<file path="src/rtl/i2c_stretch_pkg.sv">
package i2c_stretch_pkg;

  // 10-bit address header pattern in the upper bits of the first byte
  localparam int TEN_HDR_W = 5;
  localparam logic [TEN_HDR_W-1:0] TEN_HDR = 5'b11110;

  // strobes from bus datapath to hold control, valid for one clock
  typedef struct packed {
    logic startEv;
    logic stopEv;
    logic fall8;
    logic fall9;
    logic firstByte;
    logic secondByte;
    logic hdrMatch;
    logic dirBit;
  } busEvT;

endpackage

</file>
<file path="src/rtl/i2c_stretch_dp.sv">
module i2c_stretch_dp
  import i2c_stretch_pkg::*;
#(
  parameter int ADDR_W     = 7,
  parameter int BYTE_BITS  = 8,
  parameter int SYNC_DEPTH = 2
) (
  input  logic              clk,
  input  logic              rstN,
  input  logic              sclIn,
  input  logic              sdaIn,
  input  logic [ADDR_W-1:0] ownAddr,
  input  logic              tenBitMode,
  output logic              sclSync,
  output busEvT             busEv
);

  localparam int ACK_POS = BYTE_BITS + 1;
  localparam int CNT_W   = $clog2(ACK_POS + 1);
  localparam logic [CNT_W-1:0] CNT_ONE = CNT_W'(1);
  localparam logic [CNT_W-1:0] CNT_ACK = CNT_W'(ACK_POS);
  localparam logic [CNT_W-1:0] CNT_LAST = CNT_W'(BYTE_BITS);

  logic [SYNC_DEPTH-1:0] sclPipe, sdaPipe;
  logic                  sclPrev, sdaPrev, sdaSync;
  logic [CNT_W-1:0]      bitCnt, nextCnt;
  logic                  armed;
  logic [BYTE_BITS-1:0]  shiftReg;
  logic [1:0]            byteIdx;
  logic                  fallE, riseE, startE, stopE, countFall;

  // two-flop (or deeper) synchronizers, idle-high reset
  always_ff @(posedge clk or negedge rstN) begin
    if (!rstN) begin
      sclPipe <= '1;
      sdaPipe <= '1;
      sclPrev <= 1'b1;
      sdaPrev <= 1'b1;
    end else begin
      sclPipe <= {sclPipe[SYNC_DEPTH-2:0], sclIn};
      sdaPipe <= {sdaPipe[SYNC_DEPTH-2:0], sdaIn};
      sclPrev <= sclSync;
      sdaPrev <= sdaSync;
    end
  end

  assign sclSync = sclPipe[SYNC_DEPTH-1];
  assign sdaSync = sdaPipe[SYNC_DEPTH-1];

  always_comb begin
    fallE     = sclPrev & ~sclSync;
    riseE     = ~sclPrev & sclSync;
    startE    = sclSync & sclPrev & sdaPrev & ~sdaSync;
    stopE     = sclSync & sclPrev & ~sdaPrev & sdaSync;
    countFall = fallE & armed;
    nextCnt   = (bitCnt == CNT_ACK) ? CNT_ONE : bitCnt + CNT_ONE;
  end

  // bit/byte bookkeeping: falls are counted only after the first rise since START
  always_ff @(posedge clk or negedge rstN) begin
    if (!rstN) begin
      bitCnt   <= '0;
      armed    <= 1'b0;
      shiftReg <= '0;
      byteIdx  <= '0;
    end else if (startE) begin
      bitCnt  <= '0;
      armed   <= 1'b0;
      byteIdx <= '0;
    end else if (riseE) begin
      shiftReg <= {shiftReg[BYTE_BITS-2:0], sdaSync};
      armed    <= 1'b1;
    end else if (countFall) begin
      bitCnt <= nextCnt;
      if (nextCnt == CNT_ACK && byteIdx != 2'd2) byteIdx <= byteIdx + 2'd1;
    end
  end

  logic matchSeven, matchTen;
  assign matchSeven = (shiftReg[BYTE_BITS-1 -: ADDR_W] == ownAddr);
  assign matchTen   = (shiftReg[BYTE_BITS-1 -: TEN_HDR_W] == TEN_HDR);

  always_comb begin
    busEv.startEv    = startE;
    busEv.stopEv     = stopE;
    busEv.fall8      = countFall & (nextCnt == CNT_LAST);
    busEv.fall9      = countFall & (nextCnt == CNT_ACK);
    busEv.firstByte  = (byteIdx == 2'd0);
    busEv.secondByte = (byteIdx == 2'd1);
    busEv.hdrMatch   = tenBitMode ? matchTen : matchSeven;
    busEv.dirBit     = shiftReg[0];
  end

endmodule

</file>
<file path="src/rtl/i2c_stretch_ctl.sv">
module i2c_stretch_ctl
  import i2c_stretch_pkg::*;
(
  input  logic  clk,
  input  logic  rstN,
  input  busEvT busEv,
  input  logic  sclSync,
  input  logic  tenBitMode,
  input  logic  stretchEn,
  input  logic  addrHoldEn,
  input  logic  dataHoldEn,
  input  logic  relWrEn,
  input  logic  relWrVal,
  input  logic  addrWrStb,
  output logic  sclPullLow,
  output logic  relBit,
  output logic  updPend
);

  logic active, rdDir, pullQ;
  logic addrHold, dataByte, dataHold, ackHold, clrRel, setUpd, holdReq;

  always_comb begin
    addrHold = busEv.fall8 & busEv.firstByte & busEv.hdrMatch & addrHoldEn;
    dataByte = ~busEv.firstByte & ~(tenBitMode & busEv.secondByte);
    dataHold = busEv.fall8 & dataByte & active & ~rdDir & dataHoldEn;
    ackHold  = busEv.fall9 & active & (rdDir | stretchEn);
    clrRel   = addrHold | dataHold | ackHold;
    setUpd   = busEv.fall9 & tenBitMode & active & (busEv.firstByte | busEv.secondByte);
    holdReq  = ~relBit | updPend;
  end

  always_ff @(posedge clk or negedge rstN) begin
    if (!rstN) begin
      relBit  <= 1'b1;
      updPend <= 1'b0;
      active  <= 1'b0;
      rdDir   <= 1'b0;
      pullQ   <= 1'b0;
    end else begin
      // engage only on a low clock; keep holding while requested
      pullQ <= holdReq & (pullQ | ~sclSync);
      if (busEv.stopEv) begin
        relBit  <= 1'b1;
        updPend <= 1'b0;
        active  <= 1'b0;
        rdDir   <= 1'b0;
      end else begin
        if (busEv.startEv) begin
          active <= 1'b0;
          rdDir  <= 1'b0;
        end
        if (busEv.fall8 & busEv.firstByte) begin
          active <= busEv.hdrMatch;
          rdDir  <= ~tenBitMode & busEv.dirBit;
        end
        if (relWrEn)     relBit <= relWrVal;
        else if (clrRel) relBit <= 1'b0;
        if (addrWrStb)   updPend <= 1'b0;
        else if (setUpd) updPend <= 1'b1;
      end
    end
  end

  assign sclPullLow = pullQ;

endmodule

</file>
<file path="src/rtl/i2c_stretch_top.sv">
module i2c_stretch_top
  import i2c_stretch_pkg::*;
#(
  parameter int ADDR_W     = 7,
  parameter int BYTE_BITS  = 8,
  parameter int SYNC_DEPTH = 2
) (
  input  logic              clk,
  input  logic              rstN,
  input  logic              sclIn,
  input  logic              sdaIn,
  input  logic [ADDR_W-1:0] ownAddr,
  input  logic              tenBitMode,
  input  logic              stretchEn,
  input  logic              addrHoldEn,
  input  logic              dataHoldEn,
  input  logic              relWrEn,
  input  logic              relWrVal,
  input  logic              addrWrStb,
  output logic              sclPullLow,
  output logic              relBit,
  output logic              updPend
);

  busEvT busEv;
  logic  sclSync;
  logic  stopSeen;

  i2c_stretch_dp #(
    .ADDR_W(ADDR_W), .BYTE_BITS(BYTE_BITS), .SYNC_DEPTH(SYNC_DEPTH)
  ) dp (
    .clk(clk), .rstN(rstN), .sclIn(sclIn), .sdaIn(sdaIn),
    .ownAddr(ownAddr), .tenBitMode(tenBitMode),
    .sclSync(sclSync), .busEv(busEv)
  );

  i2c_stretch_ctl ctl (
    .clk(clk), .rstN(rstN), .busEv(busEv), .sclSync(sclSync),
    .tenBitMode(tenBitMode), .stretchEn(stretchEn),
    .addrHoldEn(addrHoldEn), .dataHoldEn(dataHoldEn),
    .relWrEn(relWrEn), .relWrVal(relWrVal), .addrWrStb(addrWrStb),
    .sclPullLow(sclPullLow), .relBit(relBit), .updPend(updPend)
  );

  assign stopSeen = busEv.stopEv;

endmodule

</file>
<file path="config.mk">
export PLATFORM = sky130hd
export DESIGN_NAME = i2c_stretch_top
export DESIGN_NICKNAME = d
export VERILOG_FILES = /design/src/rtl/i2c_stretch_pkg.sv /design/src/rtl/i2c_stretch_dp.sv /design/src/rtl/i2c_stretch_ctl.sv /design/src/rtl/i2c_stretch_top.sv
export SDC_FILE = /design/constraint.sdc
export NUM_CORES = 1
export LEC_CHECK = 0
export BUFFER_PORTS_ARGS = -buffer_cell sky130_fd_sc_hd__buf_2
export CORE_AREA = 5 5 57 59
export DETAILED_ROUTE_END_ITERATION = 8
export DIE_AREA = 0 0 62 64
export GPL_TIMING_DRIVEN = 0
export HOLD_SLACK_MARGIN = 0.05
export PLACE_DENSITY = 0.7
export SLEW_MARGIN = 20
export SYNTH_ARGS = -nofsm -noshare
export SYNTH_HDL_FRONTEND = slang
export SYNTH_HIERARCHICAL = 1
export SYNTH_SLANG_ARGS = --single-unit
</file>
<file path="constraint.sdc">
create_clock -name clk -period 5.7 [get_ports clk]
set_clock_uncertainty 0.15 [all_clocks]
set_input_delay 0 -clock clk [delete_from_list [all_inputs] [get_ports clk]]
set_output_delay 0 -clock clk [all_outputs]
set_load 0.02 [all_outputs]
</file>
# --- Yosys cells after proc, flatten, opt, wreduce, memory -nomap -nowiden ---
# Cells that the tools add are included.
totals:
  in_bits: 18
  register_bits: 26
  wordCells: 98
  output_inout_bits: 3
classes:
  addsub: 2
  reduce_logical: 11
  n_eq_ne: 8
  bitwise_logic: 42
  mux: 22
ops:
  columns: ["op", "n"]
  rows:
  - ["1-bit bitwise AND", 26]
  - ["4-bit 2-to-1 mux", 4]
  - ["1-bit 2-to-1 mux", 14]
  - ["4-bit equality test (second input constant)", 3]
  - ["1-bit inverter", 10]
  - ["3-bit nonzero test", 3]
  - ["2-bit 2-to-1 mux", 4]
  - ["7-bit equality test", 1]
  - ["1-bit OR", 6]
  - ["2-bit nonzero test", 3]
  - ["5-bit equality test (second input constant)", 1]
  - ["4-bit by 1-bit adder with 4-bit output (second input constant)", 1]
  - ["2-bit != test (second input constant)", 2]
  - ["2-bit AND reduction", 2]
  - ["3-bit AND reduction", 1]
  - ["2-bit by 1-bit adder with 2-bit output (second input constant)", 1]
  - ["2-bit by 1-bit equality test with 1-bit output (second input constant)", 1]
  - ["2-bit zero test", 1]
  - ["1-bit logical AND", 1]

# --- Longest topological paths before layout ---
# Gate-level depths: netlist of run 1.
depth:
  ltp_word: 13
  mapped_depth: 6
  mapped_depth_nobuf: 6

# --- Hierarchy ---
# Netlist of run 1, hierarchy kept.
modules_own_cells:
  columns: ["module", "seq_area_each_um2", "area_each_um2", "cells_per_inst", "n_inst"]
  rows:
  - ["i2c_stretch_dp", 533.0, 1027.2, 84, 1]
  - ["i2c_stretch_ctl", 126.4, 251.5, 24, 1]

# --- Worst setup path after synthesis of run 1 ---
# OpenSTA, ideal clock, no wires.
synth_path:
  kind: "reg2reg"
  start: "reg dp.sclPrev"
  end: "reg ctl.relBit"
  stages_incl_launch_ff: 7
  slack_ns: 3.608
  setup_time_ns: 0.083
  synth_period_minus_slack_ns: 2.092
  arrival_ns: 1.858
  n_path_buf: 0
  cell_sequence: "dfstp_2 > nand4b_2 > or4b_1 > inv_1 > nand4_1 > and4b_1 > a221o_1"
synth_lines:
  columns: ["element", "line_no", "rtl"]
  rows:
  - ["start, declared", "i2c_stretch_dp.sv:25", "logic sclPrev, sdaPrev, sdaSync;"]
  - ["start signal, assigned", "i2c_stretch_dp.sv:42", "sclPrev <= sclSync;"]
  - ["end signal, assigned", "i2c_stretch_ctl.sv:57", "if (relWrEn) relBit <= relWrVal;"]
  - ["end, declared", "i2c_stretch_ctl.sv:16", "output logic relBit,"]

==> results of run 1 <==
-- final timing paths --
| check | startpoint | cells past startpoint | to | slack, ps |
|---|---|---|---|---|
| setup / recovery | dp/shiftReg[1] | 8 | ctl/relBit | 2800 |
| hold / removal | ownAddr[2] | 6 | ctl/active | 90 |
| setup reg to reg | dp/shiftReg[1] | 8 | ctl/relBit | 2800 |
| hold reg to reg | dp/sdaPipe[0] | 0 | dp/sdaPipe[1] | 220 |
| max in group asynchronous | rstN | 4 | dp/armed | 3560 |
| min in group asynchronous | rstN | 3 | dp/shiftReg[3] | 460 |
-- sequential cells by signal (all words and copies together) (netlist names) --
| signal | flops |
|---|---|
| dp/byteIdx | 2 |
| ctl/updPend | 1 |
| dp/bitCnt | 4 |
| ctl/relBit | 1 |
| dp/shiftReg | 8 |
| ctl/active | 1 |
| dp/sclPrev | 1 |
| ctl/sclPullLow | 1 |
| dp/sdaPrev | 1 |
| dp/sdaPipe | 2 |
| dp/armed | 1 |
| ctl/rdDir | 1 |
| dp/sclPipe | 2 |
-- per-stage QoR --
step / cell area (um^2) / setup slack (ps)
global placement: 1418 / 3471
floorplan: 1279 / 3608
CTS: 1590 / 2846
finish: 1590 / 2801
global route: 1590 / 2655
detailed placement: 1418 / 3444
-- per-layer routing --
| metal | up-vias | global-route usage | share of wire |
|---|---|---|---|
| met5 | - | 0 | 0 |
| met4 | 0 | 0.03979 | 0.0053 |
| met3 | 2 | 0.02012 | 0.055 |
| met2 | 17 | 0.2228 | 0.49 |
| met1 | 450 | 0.1808 | 0.45 |
| li1 | 461 | - | - |
-- repair_timing --
action	4_1_cts	5_1_grt
setup endpoints to repair	0	0
hold buffers	12	0
hold endpoints to repair	32	0
-- cell usage in the layout (no fill, tap or decap), drive strengths merged, types with 2 or more instances in the layout --
master	synthesis	routed
a21oi	5	5
and3b	2	2
and4b	2	2
buf	4	24
clkbuf	0	3
dfrtp	19	19
dfstp	7	7
dlygate4sd3	0	12
ha	3	3
inv	8	8
mux2	8	8
mux2i	2	2
nand2	9	9
nand3	2	2
nand3b	3	3
nand4	3	3
nand4b	4	4
o211ai	2	2
o21ai	2	2
or4b	2	2
xnor2	4	4
xor2	3	3
-- worst reg2reg max path, delay by kind of cell, from the launching register on --
kind / cells / cell delay (ps)
xor gates and xnor gates: 1 / 170
buffers and inverters: 2 / 1150
DFF: 1 / 430
AOI/OAI and AO/OA: 2 / 530
and+or+nand+nor: 3 / 430
-- power groups by stage --
stage,sequential [W],clock (W),combinational (W)
5_1_grt,0.000294,0.000134,0.000178
3_3_place_gp,0.000283,0,0.000143
3_5_place_dp,0.000289,0,0.000150
6_report,0.000285,0.000124,0.000158
2_1_floorplan,0.000275,0,0.000117
4_1_cts,0.000285,0.000128,0.000159
-- logic make-up after synthesis --
family	count (synthesis)	share of synthesized area
muxes	10	0.08611
buffers and inverters	12	0.04501
adders and majority gates	3	0.02936
and+or+nand+nor	34	0.1937
DFF	26	0.5157
xor gates and xnor gates	7	0.04795
AOI/OAI and AO/OA	16	0.08220
-- area by class of cell --
class                      instances  area share
clock inverter                     1     0.01888
inverter                           8     0.01888
tap                               31     0.02439
multi-input combinational         70      0.3533
clock buffer                       3     0.01416
timing repair buffer              32      0.1385
sequential                        26      0.4146
buffer                             4     0.01731
==> flow_summary.yaml, run 1 <==
cts:
  htree_levels: 1
  post-cts-setup-buffers: 0
  tritoncts: "done"
  clock_sinks: 26
  cts_buffers: 3
  clkTransAtPathRegs_ps: 140
  insertion_delay_ps: 310
  clock_path_buffers: 2
  cts_resized: 0
  root_buffer: "clkbuf_4"
placement:
  hpwlAfterDp_um: 1764
  placedCellCount: 159
  io_buffers: 20
  gp_congestion: 0.7402
critical_path:
  path_buf_inv: 2
  cp-start-kind: "flop"
  cp_top_family: "buffers and inverters"
  cp_cell_sequence: "xnor2_1 > nand4_1 > dlygate4sd3_1 > o22ai_1 > nand4_1 > and4b_1 > a221o_1 > dlygate4sd3_1"
  critPathMaxFanout: 3
  critPathMaxStageDelay_ps: 580
  end_kind: "flop"
  critical_path_class: "flop to flop"
  cp.required_ps: 5810
  slowest_stage: "dlygate4sd3_1"
  arrival_ps: 3000
synthesis:
  seq_area_frac_synth: 0.5157
  synth_common_cells: "dfrtp_1 (19), nand2_1 (9), inv_1 (8), mux2_2 (8), dfstp_2 (7)"
  yosys-top-cells-area: "dfrtp_1 (37%), dfstp_2 (14%), mux2_2 (7.0%)"
  synth-seq-cells: 26
  synth-async-reset-ratio: 1.000
  post-synth-top-area-fraction: 0.3718
  syn_inst: 108
  synthesis.nets: 129
  ys.warnings.count: 6
  synth-edff-count: 0
  syn_area_um2: 1279
  avgSynthCellArea_um2: 11.84
  synth.distinct_cells: 39
  synth_ff_type: "dfrtp_1"
  yosys.cell_count.top_type: "dfrtp_1"
  synth_top_area_cell: "dfrtp_1"
grt:
  antenna_found_initial: 0
  track_usage: 0.1354
  grt-ovfl-total: 0
  grt_pass1_wl_um: 4112
  grt_max_degree: 16
  grt_pass1_vias: 967
drt:
  drtIter0Drc: 19
  wire_per_inst_um: 13.92
  viasPerCell: 5.314
  dr.pass1.iters: 4
  wl_um: 2436
  vias: 930
  drc: 0
  ant_nets: 0
power:
  swShare: 0.3116
  switching_power_w: 0.0001769
  intPower_w: 0.0003909
  ir_worst_vdd_mv: 0.2584
  p_total_w: 0.0005678
  combPwrFrac: 0.279
  leakagePower_nw: 0.7045
  p_clk_frac: 0.219
  powerDensity_nw_per_um2: 357.0
  seq_power_share: 0.503
sta:
  rsz0062_at_grt: "no"
  fmax_mhz: 344.9
  final.period_utilization: 0.5086
  period_needed_ps: 2899
  tns_ps: 0
  holdWs_ps: 93.69
  max-slew-margin-rel: 0.5321
  hold_viol: 0
  tightest_slew_ps: 699.6
  drv_slew: 0
  setup_viol_count_final: 0
outcome:
  status: "complete, no violations"
layout:
  fillers: 222
  nets: 166
  seqCellArea_um2: 659.4
  stdcell_count: 175
  multi_input_area_um2: 561.8
  n_antenna_cell: 0
  final_core_util: 0.5973
  drive_gt1_frac: 0.3472
  synthToLayoutAreaGrowth_pct: 24.36
worst_hold_path:
  worstHoldPathType: "input port to flop"
floorplanning:
  coreArea_um2: 2663
  initial_core_util: 0.4803
  die_h_um: 64
  num_io_pins: 21
  die_area_um2: 3968
  rows: 19
  die_w_um: 62
job:
  maxCapViolCount: 0
No activity file was read; power rests on OpenSTA's default activity.
==> inputs of run 2 (changes only) <==
clock period = 2.92 ns   (was 5.7 ns; I/O delays follow)
==> flow_summary.yaml, run 2 (synthesis results as in run 1) <==
drt:
  dr_wl_met3_um: 112
  wire_per_inst_um: 13.91
  highest_layer: "met4"
  wl_um: 2421
  dr.pass1.iters: 4
  drtIter0Drc: 23
  met2_length_um: 1168
  ant_nets: 0
  viasPerCell: 5.287
  drc: 0
  wl_met1_um: 1127
  vias: 920
layout:
  largest_register_ffs: 8
  fillers: 220
  synthToLayoutAreaGrowth_pct: 24.36
  stdcell_count: 174
  multi_input_area_um2: 571.8
  seqCellArea_um2: 659.4
  final_common_cell: "buf_2"
  n_antenna_cell: 0
  drive_gt1_frac: 0.3706
  top_register: "dp/shiftReg"
  most-common-layout-cells: "buf_2 (21), dfrtp_1 (19), dlygate4sd3_1 (11)"
  nets: 165
  top_regs: "dp/shiftReg x8, dp/bitCnt x4"
grt:
  track_usage: 0.1354
  grt_pass1_wl_um: 4112
  antenna_found_initial: 0
  grt_max_degree: 16
  grt_pass1_vias: 967
  grt-ovfl-total: 0
cts:
  clock_path_buffers: 2
  insertion_delay_ps: 310
  cts_buffers: 3
  root_buffer: "clkbuf_4"
  post-cts-setup-buffers: 0
  clkTransAtPathRegs_ps: 140
  tritoncts: "done"
  htree_levels: 1
  clock_sinks: 26
worst_hold_path:
  worstHoldPathType: "input port to flop"
floorplanning:
  initial_core_util: 0.4803
  num_io_pins: 21
  rows: 19
  coreArea_um2: 2663
  die_w_um: 62
  die_h_um: 64
  die_area_um2: 3968
power:
  powerDensity_nw_per_um2: 697.2
  leakagePower_nw: 0.7027
  ir_worst_vdd_mv: 0.5081
sta:
  setup_viol_count_final: 0
  period_needed_ps: 2782
  tns_ps: 0
  final.period_utilization: 0.9527
  tightest_slew_ps: 698.3
  fmax_mhz: 359.5
  rsz0062_at_grt: "no"
  max-slew-margin-rel: 0.5329
  hold_viol: 0
  drv_slew: 0
critical_path:
  cp-start-kind: "flop"
  cp.required_ps: 3030
  arrival_ps: 2890
  critical_path_class: "flop to flop"
  end_kind: "flop"
  critPathMaxFanout: 6
placement:
  gp_congestion: 0.7402
  hpwlAfterDp_um: 1764
  placedCellCount: 159
  io_buffers: 20
job:
  maxCapViolCount: 0
outcome:
  status: "complete, no violations"
-- run 2: cell count changes in the layout (fill, tap and decap cells not counted), sizes merged --
cell,change
dlygate4sd3,-1
-- run 2: worst paths after layout --
kind / cells after the start / slack (ps) / end / start
setup / recovery: 7 / 140 / ctl/relBit / dp/sclPrev
hold / removal: 6 / 6 / ctl/active / ownAddr[0]
setup reg to reg: 7 / 140 / ctl/relBit / dp/sclPrev
hold reg to reg: 0 / 220 / dp/sdaPipe[1] / dp/sdaPipe[0]
max in group asynchronous: 4 / 790 / dp/armed / rstN
min in group asynchronous: 3 / 460 / dp/shiftReg[3] / rstN
-- run 2: layout make-up --
| class | instances | area share |
|---|---|---|
| sequential | 26 | 0.4146 |
| multi-input combinational | 70 | 0.3596 |
| timing repair buffer | 31 | 0.1322 |
| tap | 31 | 0.02439 |
| clock inverter | 1 | 0.01888 |
| inverter | 8 | 0.01888 |
| buffer | 4 | 0.01731 |
| clock buffer | 3 | 0.01416 |
-- run 2: report_power, final --
part | internal [W] | switching [W]
Sequential | 0.000454 | 0.000104
Combinational | 0.000168 | 0.000140
Clock | 0.000139 | 0.000104
Total | 0.000761 | 0.000348
-- run 2: metal layers --
| metal | global-route usage | vias up |
|---|---|---|
| li1 | - | 459 |
| met1 | 0.1808 | 446 |
| met2 | 0.2228 | 13 |
| met3 | 0.02012 | 2 |
| met4 | 0.03979 | 0 |
| met5 | 0 | - |
-- run 2: timing repair --
action	4_1_cts	5_1_grt
endpoints found under the hold margin	32	0
gates resized for setup	0	3
hold buffers	12	0
setup endpoints to repair	0	1
-- run 2: stage by stage --
stage                 util  cell area, um^2  hold slack [ps]  total power, W  setup slack [ps]
finish              0.5973             1590            6.202        0.001109             138.2
global route        0.5973             1590            90.85        0.001184             5.287
CTS                 0.5973             1590            91.88        0.001117             65.99
detailed placement  0.5324             1418           -126.8       0.0008570             664.2
global placement    0.5324             1418           -133.9       0.0008317             690.8
floorplan                -             1279           -445.6       0.0007658             828.1
-- run 2: worst max-delay path, stage by stage (launching register included) --
cell and delay [ps]:
dfstp_2 600, nand4b_2 180, or4b_4 530, inv_2 110
nand4_1 70, and4b_1 200, a221o_1 320, dlygate4sd3_1 570
==> inputs of run 3 (changes only) <==
==> constraint.sdc (replaced) <==
create_clock -name clk -period 2.92 [get_ports clk]
set_clock_uncertainty 0.15 [all_clocks]
set_input_delay 0.292 -clock clk [delete_from_list [all_inputs] [get_ports clk]]
set_output_delay 0.292 -clock clk [all_outputs]
set_load 0.02 [all_outputs]
==> flow_summary.yaml, run 3 (synthesis results as in run 1) <==
cts:
  post-cts-setup-buffers: 0
  clock_path_buffers: 2
  root_buffer: "clkbuf_4"
  cts_buffers: 3
  cts_resized: 0
  tritoncts: "done"
  htree_levels: 1
  clock_sinks: 26
  insertion_delay_ps: 310
  clkTransAtPathRegs_ps: 140
floorplanning:
  coreArea_um2: 2663
  num_io_pins: 21
  initial_core_util: 0.4803
  rows: 19
  die_h_um: 64
  die_area_um2: 3968
  die_w_um: 62
drt:
  drc: 0
  dr.pass1.iters: 4
  drtIter0Drc: 17
  vias: 901
  ant_nets: 0
  wl_um: 2342
  wire_per_inst_um: 13.94
  viasPerCell: 5.363
layout:
  final_core_util: 0.5710
  most-common-layout-cells: "buf_2 (21), dfrtp_1 (19), nand2_1 (9)"
  drive_gt1_frac: 0.3650
  top_register: "dp/shiftReg"
  top_regs: "dp/shiftReg x8, dp/bitCnt x4"
  largest_register_ffs: 8
  final_common_cell: "buf_2"
  n_antenna_cell: 0
  nets: 159
  synthToLayoutAreaGrowth_pct: 18.88
grt:
  grt_pass1_wl_um: 3905
  grt_pass1_vias: 920
  track_usage: 0.1274
  grt_max_degree: 27
  antenna_found_initial: 0
  grt-ovfl-total: 0
critical_path:
  critical_path_class: "flop to flop"
  cp.required_ps: 3030
  arrival_ps: 2390
  cp-start-kind: "flop"
  end_kind: "flop"
  critPathMaxFanout: 6
power:
  combPwrFrac: 0.270
  swShare: 0.3119
  p_clk_frac: 0.222
  switching_power_w: 0.0003415
  powerDensity_nw_per_um2: 720.3
  seq_power_share: 0.508
  leakagePower_nw: 0.6746
  intPower_w: 0.0007535
  ir_worst_vdd_mv: 0.5054
outcome:
  status: "complete, no violations"
sta:
  tns_ps: 0
  fmax_mhz: 438.0
  max-slew-margin-rel: 0.6161
  drv_slew: 0
  period_needed_ps: 2283
  hold_viol: 0
  rsz0062_at_grt: "no"
  final.period_utilization: 0.7819
  tightest_slew_ps: 575.8
  setup_viol_count_final: 0
worst_hold_path:
  worstHoldPathType: "input port to flop"
placement:
  io_buffers: 20
  hpwlAfterDp_um: 1764
  gp_congestion: 0.7402
job:
  maxCapViolCount: 0
run 3: cell types whose count changed in the layout (fill, tap and decap cells not counted), sizes merged:
| cell | change |
|---|---|
| dlygate4sd3 | -6 |
run 3: worst paths after layout:
check,cells past startpoint,slack [ps],to,start
worst max-delay path,6,640,ctl/relBit,dp/sclPrev
worst min-delay path,2,60,ctl/relBit,relWrEn
worst max register to register,6,640,ctl/relBit,dp/sclPrev
worst min register to register,0,220,dp/sdaPipe[1],dp/sdaPipe[0]
max in group asynchronous,2,1900,dp/sclPrev,rstN
min in group asynchronous,2,330,dp/shiftReg[5],rstN
run 3: layout make-up:
class | instances | area (um^2)
fillers | 229 | 1142
flip-flops and latches | 26 | 659.4
multi-input cells | 70 | 561.8
repair buffers | 25 | 150.1
well taps | 31 | 38.79
clock inverters | 1 | 30.03
inverters | 8 | 30.03
plain buffers | 4 | 27.53
clock buffers | 3 | 22.52
run 3: repair_timing:
action | CTS | global route
hold buffers | 5 | 0
setup endpoints to repair | 0 | 0
hold endpoints to repair | 23 | 0
run 3: power by group through the flow:
| stage | Sequential (W) | Clock [W] | Combinational, W |
|---|---|---|---|
| 2_1_floorplan | 0.000538 | 0 | 0.000228 |
| 3_3_place_gp | 0.000553 | 0 | 0.000279 |
| 3_5_place_dp | 0.000564 | 0 | 0.000293 |
| 4_1_cts | 0.000556 | 0.000250 | 0.000300 |
| 5_1_grt | 0.000573 | 0.000262 | 0.000335 |
| 6_report | 0.000556 | 0.000243 | 0.000296 |
run 3: metrics by stage:
| stage | hold WS, ps | total power (W) | area [um^2] | setup slack, ps | instances |
|---|---|---|---|---|---|
| 6_report | 64.61 | 0.001095 | 1520 | 636.9 | 168 |
| 3_3_place_gp | 158.1 | 0.0008317 | 1418 | 690.8 | 159 |
| 2_1_floorplan | -153.6 | 0.0007658 | 1279 | 828.1 | 108 |
| 4_1_cts | 54.16 | 0.001106 | 1520 | 633.6 | 168 |
| 3_5_place_dp | 165.2 | 0.0008570 | 1418 | 664.2 | 159 |
| 5_1_grt | 55.77 | 0.001170 | 1520 | 489.7 | 168 |
run 3: per-layer routing:
layer | track usage | vias to the layer above | wire [um]
li1 | - | 446 | -
met1 | 0.1718 | 436 | 1075
met2 | 0.2060 | 17 | 1131
met3 | 0.02012 | 2 | 121
met4 | 0.03979 | 0 | 13
met5 | 0 | - | 0
run 3: worst max-delay path: stages, from the launching register on:
cell      delay [ps]
dfstp_2          600
nand4b_2         170
or4b_1           540
inv_1            160
nand4_1           90
and4b_1          200
a221o_1          310
